===== config.mk =====
export PLATFORM = sky130hd
export DESIGN_NAME = sync_seq_watchdog
export DESIGN_NICKNAME = d
export VERILOG_FILES = /design/src/rtl/syncwd_pkg.sv /design/src/rtl/syncwd_seq.sv /design/src/rtl/syncwd_pulse.sv /design/src/rtl/syncwd_count.sv /design/src/rtl/sync_seq_watchdog.sv
export SDC_FILE = /design/constraint.sdc
export NUM_CORES = 1
export LEC_CHECK = 0
export BUFFER_PORTS_ARGS = -buffer_cell sky130_fd_sc_hd__buf_2
export CAP_MARGIN = 30
export CORE_MARGIN = 4
export CORE_UTILIZATION = 24
export CTS_BUF_LIST = sky130_fd_sc_hd__clkbuf_8
export CTS_CLUSTER_DIAMETER = 100
export DETAILED_ROUTE_END_ITERATION = 10
export GPL_TIMING_DRIVEN = 0
export PLACE_DENSITY = 0.45
export SLEW_MARGIN = 20
export SYNTH_ARGS = -nofsm -noshare
export SYNTH_HDL_FRONTEND = slang
export SYNTH_SLANG_ARGS = --single-unit

===== constraint.sdc =====
create_clock -name clk -period 3.4 [get_ports clk]
set_input_delay 0.17 -clock clk [delete_from_list [all_inputs] [get_ports clk]]
set_output_delay 0.17 -clock clk [all_outputs]
set_load 0.02 [all_outputs]

===== src/rtl/syncwd_pkg.sv =====
// Shared types for the sync sequence watchdog.
package syncwd_pkg;
    // Sequence tracker state: waiting for a positive strobe, or armed.
    typedef enum logic {
        SEQ_WAIT_POS = 1'b0,
        SEQ_ARMED    = 1'b1
    } seq_state_e;
endpackage


===== src/rtl/syncwd_seq.sv =====
// Sequence tracker. Issues a restart strobe for a negative event only when a
// positive event has been seen since the previous negative event.
// Assumes: event strobes are single-cycle and already synchronised to clk.
// Both strobes high in one cycle is ambiguous and ignored.
module syncwd_seq
    import syncwd_pkg::*;
(
    input  logic clk,
    input  logic rst_n,
    input  logic pos_i,
    input  logic neg_i,
    output logic restart_o
);
    seq_state_e state_q;

    // Valid restart: armed, negative strobe, and no positive strobe with it.
    assign restart_o = (state_q == SEQ_ARMED) && neg_i && !pos_i;

    // Track whether a positive strobe came after the last negative strobe.
    always_ff @(posedge clk) begin
        if (!rst_n) begin
            state_q <= SEQ_WAIT_POS;
        end else if (pos_i && !neg_i) begin
            state_q <= SEQ_ARMED;
        end else if (neg_i && !pos_i) begin
            state_q <= SEQ_WAIT_POS;
        end
    end

    p_restart_disarms_r2: assert property (@(posedge clk) disable iff (!rst_n)
        restart_o |=> (state_q == SEQ_WAIT_POS));
    p_simul_ignored_r7: assert property (@(posedge clk) disable iff (!rst_n)
        (pos_i && neg_i) |=> $stable(state_q));
    p_pos_arms_r5: assert property (@(posedge clk) disable iff (!rst_n)
        (pos_i && !neg_i) |=> (state_q == SEQ_ARMED));
endmodule


===== src/rtl/syncwd_pulse.sv =====
// Restart pulse generator. Stretches each restart strobe into a pulse that is
// PULSE_CYC cycles long. A new strobe reloads the length.
// Assumes: PULSE_CYC >= 1.
module syncwd_pulse #(
    parameter int PULSE_CYC = 50
) (
    input  logic clk,
    input  logic rst_n,
    input  logic restart_i,
    output logic pulse_o
);
    localparam int PCNT_W = $clog2(PULSE_CYC + 1);

    logic              pulse_q;
    logic [PCNT_W-1:0] pcnt_q;

    assign pulse_o = pulse_q;

    // Load the length on restart, count down while the pulse is active.
    always_ff @(posedge clk) begin
        if (!rst_n) begin
            pulse_q <= 1'b0;
            pcnt_q  <= '0;
        end else if (restart_i) begin
            pulse_q <= 1'b1;
            pcnt_q  <= PCNT_W'(PULSE_CYC - 1);
        end else if (pulse_q) begin
            if (pcnt_q == '0) begin
                pulse_q <= 1'b0;
            end else begin
                pcnt_q <= pcnt_q - 1'b1;
            end
        end
    end

    p_pulse_on_restart_r2: assert property (@(posedge clk) disable iff (!rst_n)
        restart_i |=> pulse_o);
    p_pulse_holds_r11: assert property (@(posedge clk) disable iff (!rst_n)
        (pulse_q && (pcnt_q != '0)) |=> pulse_q);
endmodule


===== src/rtl/syncwd_count.sv =====
// Saturating timeout counter with a threshold latch. It clears while the
// restart pulse is active or the function is disabled, and latches the
// threshold at reset and at each restart.
// Assumes: restart_i starts pulse_i on the following cycle.
module syncwd_count #(
    parameter int THR_W = 16
) (
    input  logic             clk,
    input  logic             rst_n,
    input  logic             restart_i,
    input  logic             pulse_i,
    input  logic             dis_i,
    input  logic [THR_W-1:0] thr_i,
    output logic             timeout_o
);
    logic [THR_W-1:0] cnt_q;
    logic [THR_W-1:0] thr_q;

    // Flag expiry only when enabled and outside a restart pulse.
    assign timeout_o = !dis_i && !pulse_i && (cnt_q == thr_q);

    // Latch the threshold and run the count, saturating at the threshold.
    always_ff @(posedge clk) begin
        if (!rst_n) begin
            cnt_q <= '0;
            thr_q <= thr_i;
        end else begin
            if (restart_i) begin
                thr_q <= thr_i;
            end
            if (dis_i || pulse_i || restart_i) begin
                cnt_q <= '0;
            end else if (cnt_q != thr_q) begin
                cnt_q <= cnt_q + 1'b1;
            end
        end
    end

    p_no_overflow_r3: assert property (@(posedge clk) disable iff (!rst_n)
        cnt_q <= thr_q);
    p_timeout_holds_r3: assert property (@(posedge clk) disable iff (!rst_n)
        (timeout_o && !restart_i && !dis_i) |=> (timeout_o || dis_i));
    p_disable_silent_r9: assert property (@(posedge clk) disable iff (!rst_n)
        dis_i |-> !timeout_o);
    p_thr_stable_r10: assert property (@(posedge clk) disable iff (!rst_n)
        !restart_i |=> $stable(thr_q));
endmodule


===== src/rtl/sync_seq_watchdog.sv =====
// Sync sequence watchdog top. Connects the sequence tracker, the restart pulse
// generator and the timeout counter.
// Assumes: strobes are synchronous single-cycle pulses, and thr_i is in clock
// cycles (about one primary switching period).
module sync_seq_watchdog #(
    parameter int THR_W     = 16,
    parameter int PULSE_CYC = 50
) (
    input  logic             clk,
    input  logic             rst_n,
    input  logic             pos_evt_i,
    input  logic             neg_evt_i,
    input  logic [THR_W-1:0] thr_i,
    input  logic             tmr_dis_i,
    output logic             timeout_o,
    output logic             rst_pulse_o
);
    logic restart;
    logic pulse;

    syncwd_seq u_seq (
        .clk       (clk),
        .rst_n     (rst_n),
        .pos_i     (pos_evt_i),
        .neg_i     (neg_evt_i),
        .restart_o (restart)
    );

    syncwd_pulse #(.PULSE_CYC(PULSE_CYC)) u_pulse (
        .clk       (clk),
        .rst_n     (rst_n),
        .restart_i (restart),
        .pulse_o   (pulse)
    );

    syncwd_count #(.THR_W(THR_W)) u_count (
        .clk       (clk),
        .rst_n     (rst_n),
        .restart_i (restart),
        .pulse_i   (pulse),
        .dis_i     (tmr_dis_i),
        .thr_i     (thr_i),
        .timeout_o (timeout_o)
    );

    assign rst_pulse_o = pulse;

    p_pulse_masks_timeout_r8: assert property (@(posedge clk) disable iff (!rst_n)
        rst_pulse_o |-> !timeout_o);
endmodule


==> key figures, run 1 <==
Final layout
  • Number of filler cells placed in the layout: 810
  • Final #Nets: 227
  • Layout cells sized above 1: 0.167
  • ANT cells: 0
  • Syn-to-layout area delta: 17.4%

Floorplanning
  • Total core area: 0.00729 mm²
  • FP Rows: 31
  • Die H: 94.8 µm
  • Die ar.: 0.00899 mm²
  • Die Width: 94.8 µm
  • Initial Util: 0.248
  • I/O Pins: 23

Worst hold path
  • Hold EP: u_count.thr_q[11]
  • Min-Delay Path Depth: 1
  • Hold Crit Class: input pin to register
  • HP Start: thr_i[11]

Synthesis
  • Avg Cell Area, Syn: 10.4 µm²
  • Post-Synth XOR/XNOR Area: 0.0920
  • Synthesized flop and latch total: 40
  • Mux share of post-synthesis cell area: 0.0111
  • Cells after Synth: 174
  • Synth warn: 0
  • Post-synth top area share: 0.266
  • Synth Area in Simple Gates: 0.187
  • Most common library cells after synthesis: dfxtp_1, a21oi_1, xnor2_1
  • Main combinational cell family by area after synthesis: simple AND/OR/NAND/NOR gates
  • Synth Net Count: 198
  • Unique cell type count in the Yosys netlist: 32
  • Top post-synthesis cells by area: dfxtp_1, edfxtp_1, xnor2_1
  • Most frequent cell after synthesis: dfxtp_1
  • Post-synthesis adder-cell area fraction: 0.0208
  • Seq/Total Area, Yosys: 0.531
  • Synthesized area: 0.00181 mm²
  • Post-synthesis compound-gate area fraction: 0.123
  • EDFF count, synth: 16
  • Synth area leader: dfxtp_1
  • Dominant synthesized flop cell: dfxtp_1
  • Share of flip-flops with an asynchronous set or reset: 0

Timing
  • Setup tns final: 0 ns
  • Post-layout min period: 2.49 ns
  • Final worst slack: 0.907 ns
  • WHS: 0.0510 ns
  • Final Cycle Share: 0.733
  • Slew headroom: 0.454
  • Final Setup Violations: 0
  • Final hold vios: 0
  • Worst slew pin tran: 0.817 ns
  • Final Max Slew Viols: 0
  • Post-Route Skew: 0.00461 ns
  • Max Fclk: 401 MHz
  • RSZ-0062 raised after global routing: no

Global route
  • Gr usage total: 0.0895
  • First-pass GRT wire length: 6180 µm
  • Vias in the first global route: 1320
  • Initial antenna violation count: 0
  • Largest net degree at the start of global routing: 21
  • Grt total ovfl: 0

Worst setup path
  • Reg2Reg Depth: 6
  • Cell family with most CP delay: simple AND/OR/NAND/NOR gates
  • CP max FO: 10
  • Buffer and inverter count on the worst path: 3
  • Worst reg2reg path startpoint: u_seq.state_q
  • Worst EP required: 3.23 ns
  • R2r endpoint: u_count.cnt_q[1]
  • Delay of the slowest critical-path stage: 0.42 ns
  • Worst path cell trace: xnor2_1, nand4_1, nor4_2, buf_4, buf_6, nor3b_1, buf_2
  • Slowest cell on crit path: edfxtp_1
  • Critical path class: register to primary output
  • R2R Setup Slk: 1.10 ns
  • Worst Setup Start Kind: register
  • Worst Setup End Kind: primary output
  • Worst Path Arrival: 2.32 ns
  • Critical Path Start: u_count.thr_q[11]

Place
  • Routability-driven placement congestion ratio: 0.759
  • I/O Buffers: 22
  • Setup WS pre-CTS: 0.998 ns
  • Final HPWL DP: 2700 µm

Route
  • Via density: 4.43
  • Residual DRC count: 0
  • Drt wl/cell: 12.3 µm
  • DR iter-0 viols: 82
  • DR pass1 iterations: 4
  • Final wirelength: 3710 µm
  • Via count: 1343
  • ANT nets after route: 0

Flow run
  • Max_cap viols: 0

Clock network
  • Clk sinks: 40
  • Post-CTS Resized: 0
  • Post-CTS setup buffers: 0
  • # H-tree levels: 2
  • Clock transition at path regs: 0.08 ns
  • Clk buf depth: 2
  • TritonCTS clock tree: done
  • Total CTS buffers: 5
  • Hold_buf cts: 0
  • CTS root buf: clkbuf_8
  • Clk_lat worst skew: 0.29 ns

Pwr
  • Pwr Density: 407 mW/mm²
  • Pleak: 0.000656 µW
  • VDD IR max: 0.207 mV

Status
  • Status: finished clean
-- worst max-delay path by stage --
stage | endpoint | slack, ns | depth (start not counted)
2_1_floorplan | timeout_o | 1.37 | 6
3_3_place_gp | u_count.cnt_q[0] | 0.98 | 7
3_5_place_dp | u_count.cnt_q[1] | 1.0 | 7
4_1_cts | timeout_o | 0.83 | 7
5_1_grt | timeout_o | 0.65 | 7
6_report | timeout_o | 0.91 | 7
-- metal layers --
layer,up-vias,global-route usage,part of all wire
met2,18,0.145,0.48
met3,5,0.0247,0.031
met5,-,0,0
met4,0,0.0325,0.015
met1,626,0.113,0.47
li1,694,-,-
-- layout by cell type, fill, tap and decap left out, types with 6 or more instances in the layout --
master    count
edfxtp_1     16
or3_1        10
nand3_1       7
nand2_1       8
xnor2_1      17
o21ai_0       8
nor2_1        9
or4_1         6
a21oi_1      17
o31ai_1       6
buf_2        23
dfxtp_1      24
inv_1         8
nand4_1       9
-- state kept, by name (all words and copies together) (netlist names) --
register	cells
u_count.cnt_q	16
u_count.thr_q	16
u_pulse.pcnt_q	6
u_pulse.pulse_o	1
u_seq.state_q	1
-- logic make-up after synthesis --
family / count (synthesis)
compound gates: 38
simple gates: 59
mux: 2
buf+inv: 13
flops: 40
fa+ha+maj: 3
xor+xnor: 19
-- layout make-up --
| cell class | count | area (µm²) | area share |
|---|---|---|---|
| Clock buffer | 5 | 68.8 | 0.0324 |
| Inverter | 7 | 26.3 | 0.0124 |
| Buffer | 6 | 36.3 | 0.0171 |
| Multi-Input combinational cell | 121 | 785 | 0.370 |
| Timing Repair Buffer | 22 | 110 | 0.0519 |
| Sequential cell | 40 | 961 | 0.453 |
| Clock inverter | 3 | 11.3 | 0.00531 |
| Tap cell | 99 | 124 | 0.0584 |
-- report_power, final --
group	leakage, µW	internal (µW)	switching [µW]
Clock	0.0000444	137	162
Sequential	0.000351	514	8.10
Combinational	0.000261	22.0	21.2
Total	0.000656	673	191
-- metrics by stage --
step           cell area (µm²)  cells  utilization  total power [µW]
6_report                  2120    303        0.291               864
5_1_grt                   2120    303        0.291               901
4_1_cts                   2120    303        0.291               877
3_5_place_dp              2040    295        0.280               578
3_3_place_gp              2040    295        0.280               578
2_1_floorplan             1810    174            -               557
No activity file was read; power rests on OpenSTA's default activity.
==> inputs of run 2 (changes only) <==
- clock period: 3.4 -> 2.5 ns (I/O delays scaled with it)
==> run 2 against run 1 <==
  * Flip-flop and latch count unchanged
  * Setup slack got worse by 0.70 ns
  * Register-to-register slack got worse by 0.64 ns
  * Critical path depth increased by 1
  * Global-route usage increased by 0.15 points
  * Die area unchanged
  * Critical endpoint unchanged
  * Highest routed layer unchanged
==> key figures, run 2 (synthesis results as in run 1) <==
Route
  • Via density: 4.43
  • Residual DRC count: 0
  • ANT nets after route: 0
  • DR iter-0 viols: 59
  • Via count: 1370
  • Drt wl/cell: 12.1 µm
  • Final wirelength: 3750 µm
  • DR pass1 iterations: 4

Timing
  • Final Cycle Share: 0.917
  • Setup tns final: 0 ns
  • Post-Route Skew: 0.00606 ns
  • Final Max Slew Viols: 0
  • Post-layout min period: 2.29 ns
  • RSZ-0062 raised after global routing: no
  • Worst slew pin tran: 0.471 ns
  • Final Setup Violations: 0
  • Slew headroom: 0.686
  • Final hold vios: 0
  • Max Fclk: 436 MHz
  • Final worst slack: 0.207 ns

Final layout
  • Layout cells sized above 1: 0.181
  • Syn-to-layout area delta: 21.9%
  • ANT cells: 0
  • Leading cell type in the layout, fill and taps excluded: buf_2
  • Final #Nets: 233
  • Number of filler cells placed in the layout: 806
  • Most frequent cells in the layout: buf_2, dfxtp_1, xnor2_1, a21oi_1, edfxtp_1
  • Largest regs: u_count.cnt_q: 16 flops, u_count.thr_q: 16 flops, u_pulse.pcnt_q: 6 flops

Place
  • Setup WS pre-CTS: 0.124 ns
  • Routability-driven placement congestion ratio: 0.759
  • I/O Buffers: 22
  • Final HPWL DP: 2700 µm

Floorplanning
  • I/O Pins: 23
  • Total core area: 0.00729 mm²
  • Initial Util: 0.248
  • Die H: 94.8 µm
  • Die ar.: 0.00899 mm²
  • FP Rows: 31
  • Die Width: 94.8 µm

Global route
  • Largest net degree at the start of global routing: 21
  • GRT met2 Usage: 0.150
  • Gr usage total: 0.0910
  • Initial antenna violation count: 0
  • Met3 GRT Util: 0.0247
  • Vias in the first global route: 1349
  • Grt total ovfl: 0
  • Busiest grt layer: met2
  • First-pass GRT wire length: 6290 µm
  • Met1 Use GR: 0.113

Clock network
  • Total CTS buffers: 5
  • Clk sinks: 40
  • Clock transition at path regs: 0.08 ns
  • CTS root buf: clkbuf_8
  • # H-tree levels: 2
  • Clk buf depth: 2
  • Clk_lat worst skew: 0.29 ns
  • TritonCTS clock tree: done

Pwr
  • Sequential Power Share: 0.601
  • Switch share: 0.219
  • Clk network pwr share: 0.342
  • NetSw: 259 µW
  • Internal: 922 µW
  • VDD IR max: 0.282 mV
  • Pwr Density: 536 mW/mm²
  • Pleak: 0.000698 µW
  • Combinational power share: 0.057

Flow run
  • Max_cap viols: 0

Worst setup path
  • Critical path class: register to primary output
  • Worst Path Arrival: 2.17 ns
  • R2R Setup Slk: 0.46 ns
  • Worst Setup Start Kind: register
  • Reg2Reg Depth: 6
  • Worst EP required: 2.38 ns
  • CP max FO: 10
  • Worst Setup End Kind: primary output
  • R2r endpoint: u_count.cnt_q[1]
  • Worst reg2reg path startpoint: u_seq.state_q

Status
  • Status: finished clean

Worst hold path
  • HP Start: thr_i[14]
  • Hold Crit Class: input pin to register
  • Hold EP: u_count.thr_q[14]
  • Min-Delay Path Depth: 1
[run 2: critical path: stages, from the launching register on]
cell,delay [ns]
dfxtp_1,0.30
buf_2,0.18
xnor2_1,0.13
nand4_1,0.16
nor4_4,0.39
buf_6,0.20
buf_6,0.15
nor3b_2,0.17
buf_2,0.19
[run 2: layer usage]
layer / up-vias / wire length (µm)
li1: 708 / -
met1: 642 / 1800
met2: 14 / 1800
met3: 6 / 99
met4: 0 / 61
met5: - / 0
[run 2: what timing repair did]
action,4_1_cts,5_1_grt
endpoints found under the hold margin,4,2
setup buffers,0,0
setup endpoints to repair,1,11
pin swaps,0,1
gates resized for setup,1,5
cloned,0,0
hold buffers,4,2
[run 2: worst max-delay path by stage]
| stage | from | end | slack (ns) | cells after the start |
|---|---|---|---|---|
| finish | u_count.cnt_q[5] | timeout_o | 0.21 | 8 |
| global route | u_count.cnt_q[5] | timeout_o | 0.04 | 8 |
| CTS | u_count.cnt_q[6] | timeout_o | 0.01 | 7 |
| detailed placement | u_seq.state_q | u_count.cnt_q[1] | 0.12 | 6 |
| global placement | u_seq.state_q | u_count.cnt_q[0] | 0.11 | 6 |
| floorplan | u_count.cnt_q[11] | timeout_o | 0.51 | 6 |
[run 2: power by group through the flow]
stage,combinational [µW],clock [µW],sequential (µW)
6_report,67.3,404,710
5_1_grt,76.5,447,712
4_1_cts,66.3,421,711
3_5_place_dp,60.1,0,726
3_3_place_gp,59.8,0,726
2_1_floorplan,34.5,0,723
[run 2: area by class of cell]
cell class              count  area (µm²)  share of cell area
plain buffers               6        40.0              0.0182
clock buffers               5        68.8              0.0312
inverters                   7        26.3              0.0119
clock inverters             3        11.3             0.00511
well taps                  99         124              0.0562
flip-flops and latches     40         963               0.437
repair buffers             28         170              0.0772
multi-input cells         121         801               0.363
[run 2: through the flow]
stage	area [µm²]	power [µW]	utilization	hold slack, ns	instances
final	2200	1180	0.302	0.00980	309
after global routing	2200	1240	0.302	0.00325	309
after CTS	2170	1200	0.298	0.00145	307
after detailed placement	2040	787	0.280	0.304	295
after global placement	2040	786	0.280	0.303	295
after floorplan	1810	758	-	0.224	174
==> inputs of run 3 (changes only) <==
- CAP_MARGIN: 30 -> 20
- CELL_PAD_IN_SITES_DETAIL_PLACEMENT: not set -> 1
- CELL_PAD_IN_SITES_GLOBAL_PLACEMENT: not set -> 1
- PLACE_DENSITY: 0.45 -> 0.53
==> run 3 against run 2 <==
  * Combinational power increased by 14%
  * Final cell count increased by 2.3%
  * First-iteration DRC count increased by 5.1%
  * Cell area increased by 3.2%
  * Via count increased by 5.5%
  * Non-clock buffer count increased by 7
  * Setup slack got worse by 0.061 ns
  * Clock power increased by 2%
  * Global-route usage increased by 1.3 points
  * Utilization increased by 0.98 points
  * Critical path depth decreased by 1
  * Fmax decreased by 2.6%
  * Highest routed layer unchanged
==> key figures, run 3 (synthesis results as in run 1) <==
Final layout
  • Fin area: 0.00228 mm²
  • Final #Nets: 240
  • Leading cell type in the layout, fill and taps excluded: buf_2
  • Most frequent cells in the layout: buf_2, dfxtp_1, xnor2_1, a21oi_1, edfxtp_1
  • Largest regs: u_count.cnt_q: 16 flops, u_count.thr_q: 16 flops, u_pulse.pcnt_q: 6 flops
  • Layout cells sized above 1: 0.180
  • Syn-to-layout area delta: 25.9%
  • ANT cells: 0
  • Final non-filler cell total: 316

Worst setup path
  • Worst path cell trace: xnor2_1, nand4_1, nor4_4, buf_6, buf_6, nor3b_2, buf_2
  • Worst Path Arrival: 2.23 ns
  • Delay of the slowest critical-path stage: 0.39 ns
  • Slowest cell on crit path: edfxtp_1
  • CP max FO: 10
  • Most common cell on crit path: buf_6
  • Worst Setup Start Kind: register
  • Critical path class: register to primary output
  • Worst EP required: 2.38 ns
  • Worst Setup End Kind: primary output
  • Levels on crit path: 7
  • Cell family with most CP delay: simple AND/OR/NAND/NOR gates
  • Critical Path Start: u_count.thr_q[2]
  • Reg2Reg Depth: 6
  • Critical path destination: timeout_o
  • Buffer and inverter count on the worst path: 3
  • R2R Setup Slk: 0.38 ns
  • Worst reg2reg path startpoint: u_seq.state_q
  • R2r endpoint: u_count.cnt_q[0]

Route
  • Residual DRC count: 0
  • Drt wl/cell: 13.6 µm
  • Via density: 4.57
  • Via count: 1445
  • DR iter-0 viols: 62
  • Final wirelength: 4290 µm
  • DR pass1 iterations: 4
  • ANT nets after route: 0

Floorplanning
  • Die Width: 94.8 µm
  • Total core area: 0.00729 mm²
  • FP Rows: 31
  • Die ar.: 0.00899 mm²
  • Die H: 94.8 µm
  • Initial Util: 0.248
  • I/O Pins: 23

Pwr
  • Combinational power share: 0.064
  • Pwr Density: 527 mW/mm²
  • Switch share: 0.225
  • Sequential Power Share: 0.592
  • Internal: 929 µW
  • NetSw: 270 µW
  • Pleak: 0.000728 µW
  • Clk network pwr share: 0.344
  • VDD IR max: 0.260 mV
  • Total power: 1200 µW

Timing
  • Setup tns final: 0 ns
  • Final Max Slew Viols: 0
  • Final Cycle Share: 0.942
  • Worst slew pin tran: 0.561 ns
  • Final Setup Violations: 0
  • Post-layout min period: 2.35 ns
  • Slew headroom: 0.626
  • Final hold vios: 0
  • Post-Route Skew: 0.00899 ns
  • Max Fclk: 425 MHz

Place
  • Routability-driven placement congestion ratio: 0.731
  • Post-DP Area: 0.00204 mm²
  • I/O Buffers: 22
  • Final HPWL DP: 3070 µm
  • Dpl cells: 295

Clock network
  • CTS root buf: clkbuf_8
  • Clk buf depth: 2
  • Clock transition at path regs: 0.08 ns
  • Post-CTS setup buffers: 0
  • Clk_lat worst skew: 0.29 ns
  • Total CTS buffers: 5
  • # H-tree levels: 2
  • Clk sinks: 40
  • TritonCTS clock tree: done

Global route
  • Largest net degree at the start of global routing: 21
  • First-pass GRT wire length: 7070 µm
  • Gr usage total: 0.104
  • Grt total ovfl: 0
  • Vias in the first global route: 1483
  • Initial antenna violation count: 0

Status
  • Status: finished clean

Worst hold path
  • Hold Crit Class: input pin to register

Flow run
  • Max_cap viols: 0
==> run 3: cell types whose count changed in the layout (fill, tap and decap cells not counted), sizes merged <==
cell	before	now
dlygate4sd3	6	13
==> run 3: final cells by class <==
type,count,area (µm²)
Clock inverter,3,11.3
Sequential cell,40,965
Tap cell,99,124
Clock buffer,5,68.8
Fill cell,890,5020
Buffer,6,40.0
Timing Repair Buffer,35,240
Inverter,7,26.3
Multi-Input combinational cell,121,801
==> run 3: metal layers <==
layer	part of all wire	wire length (µm)	global-route usage	vias to the layer above
met5	0	0	0	-
met4	0.014	62	0.0361	0
met3	0.030	128	0.0263	7
met2	0.49	2120	0.176	19
met1	0.46	1970	0.127	701
li1	-	-	-	718
==> run 3: worst min-delay path by stage <==
| stage | start | end | slack [ns] | depth (start not counted) |
|---|---|---|---|---|
| 3_5_place_dp | thr_i[14] | u_count.thr_q[14] | 0.30 | 1 |
| 6_report | thr_i[1] | u_count.thr_q[1] | 0.01 | 1 |
| 5_1_grt | thr_i[1] | u_count.thr_q[1] | 0.001 | 1 |
| 4_1_cts | thr_i[0] | u_count.thr_q[0] | 0.0005 | 1 |
| 3_3_place_gp | thr_i[3] | u_count.thr_q[3] | 0.30 | 1 |
| 2_1_floorplan | thr_i[0] | u_count.thr_q[0] | 0.22 | 0 |
==> run 3: power by group through the flow <==
stage	registers [µW]	logic (µW)	clock network [µW]
final	710	76.6	413
after detailed placement	726	61.6	0
after CTS	711	74.7	431
after global routing	712	85.3	460
after floorplan	723	34.5	0
after global placement	726	60.7	0
==> run 3: repair_timing <==
action,in CTS,in global routing
endpoints found under the hold margin,10,3
resized for setup,2,5
pin swaps,1,1
setup endpoints to repair,1,11
hold buffers,10,3
==> run 3: through the flow <==
| step | worst slack [ns] | hold slack [ns] | util |
|---|---|---|---|
| 2_1_floorplan | 0.514 | 0.224 | - |
| 3_3_place_gp | 0.0235 | 0.302 | 0.280 |
| 3_5_place_dp | 0.0151 | 0.303 | 0.280 |
| 4_1_cts | 0.00789 | 0.000453 | 0.306 |
| 5_1_grt | -0.00244 | 0.00134 | 0.312 |
| 6_report | 0.146 | 0.0131 | 0.312 |
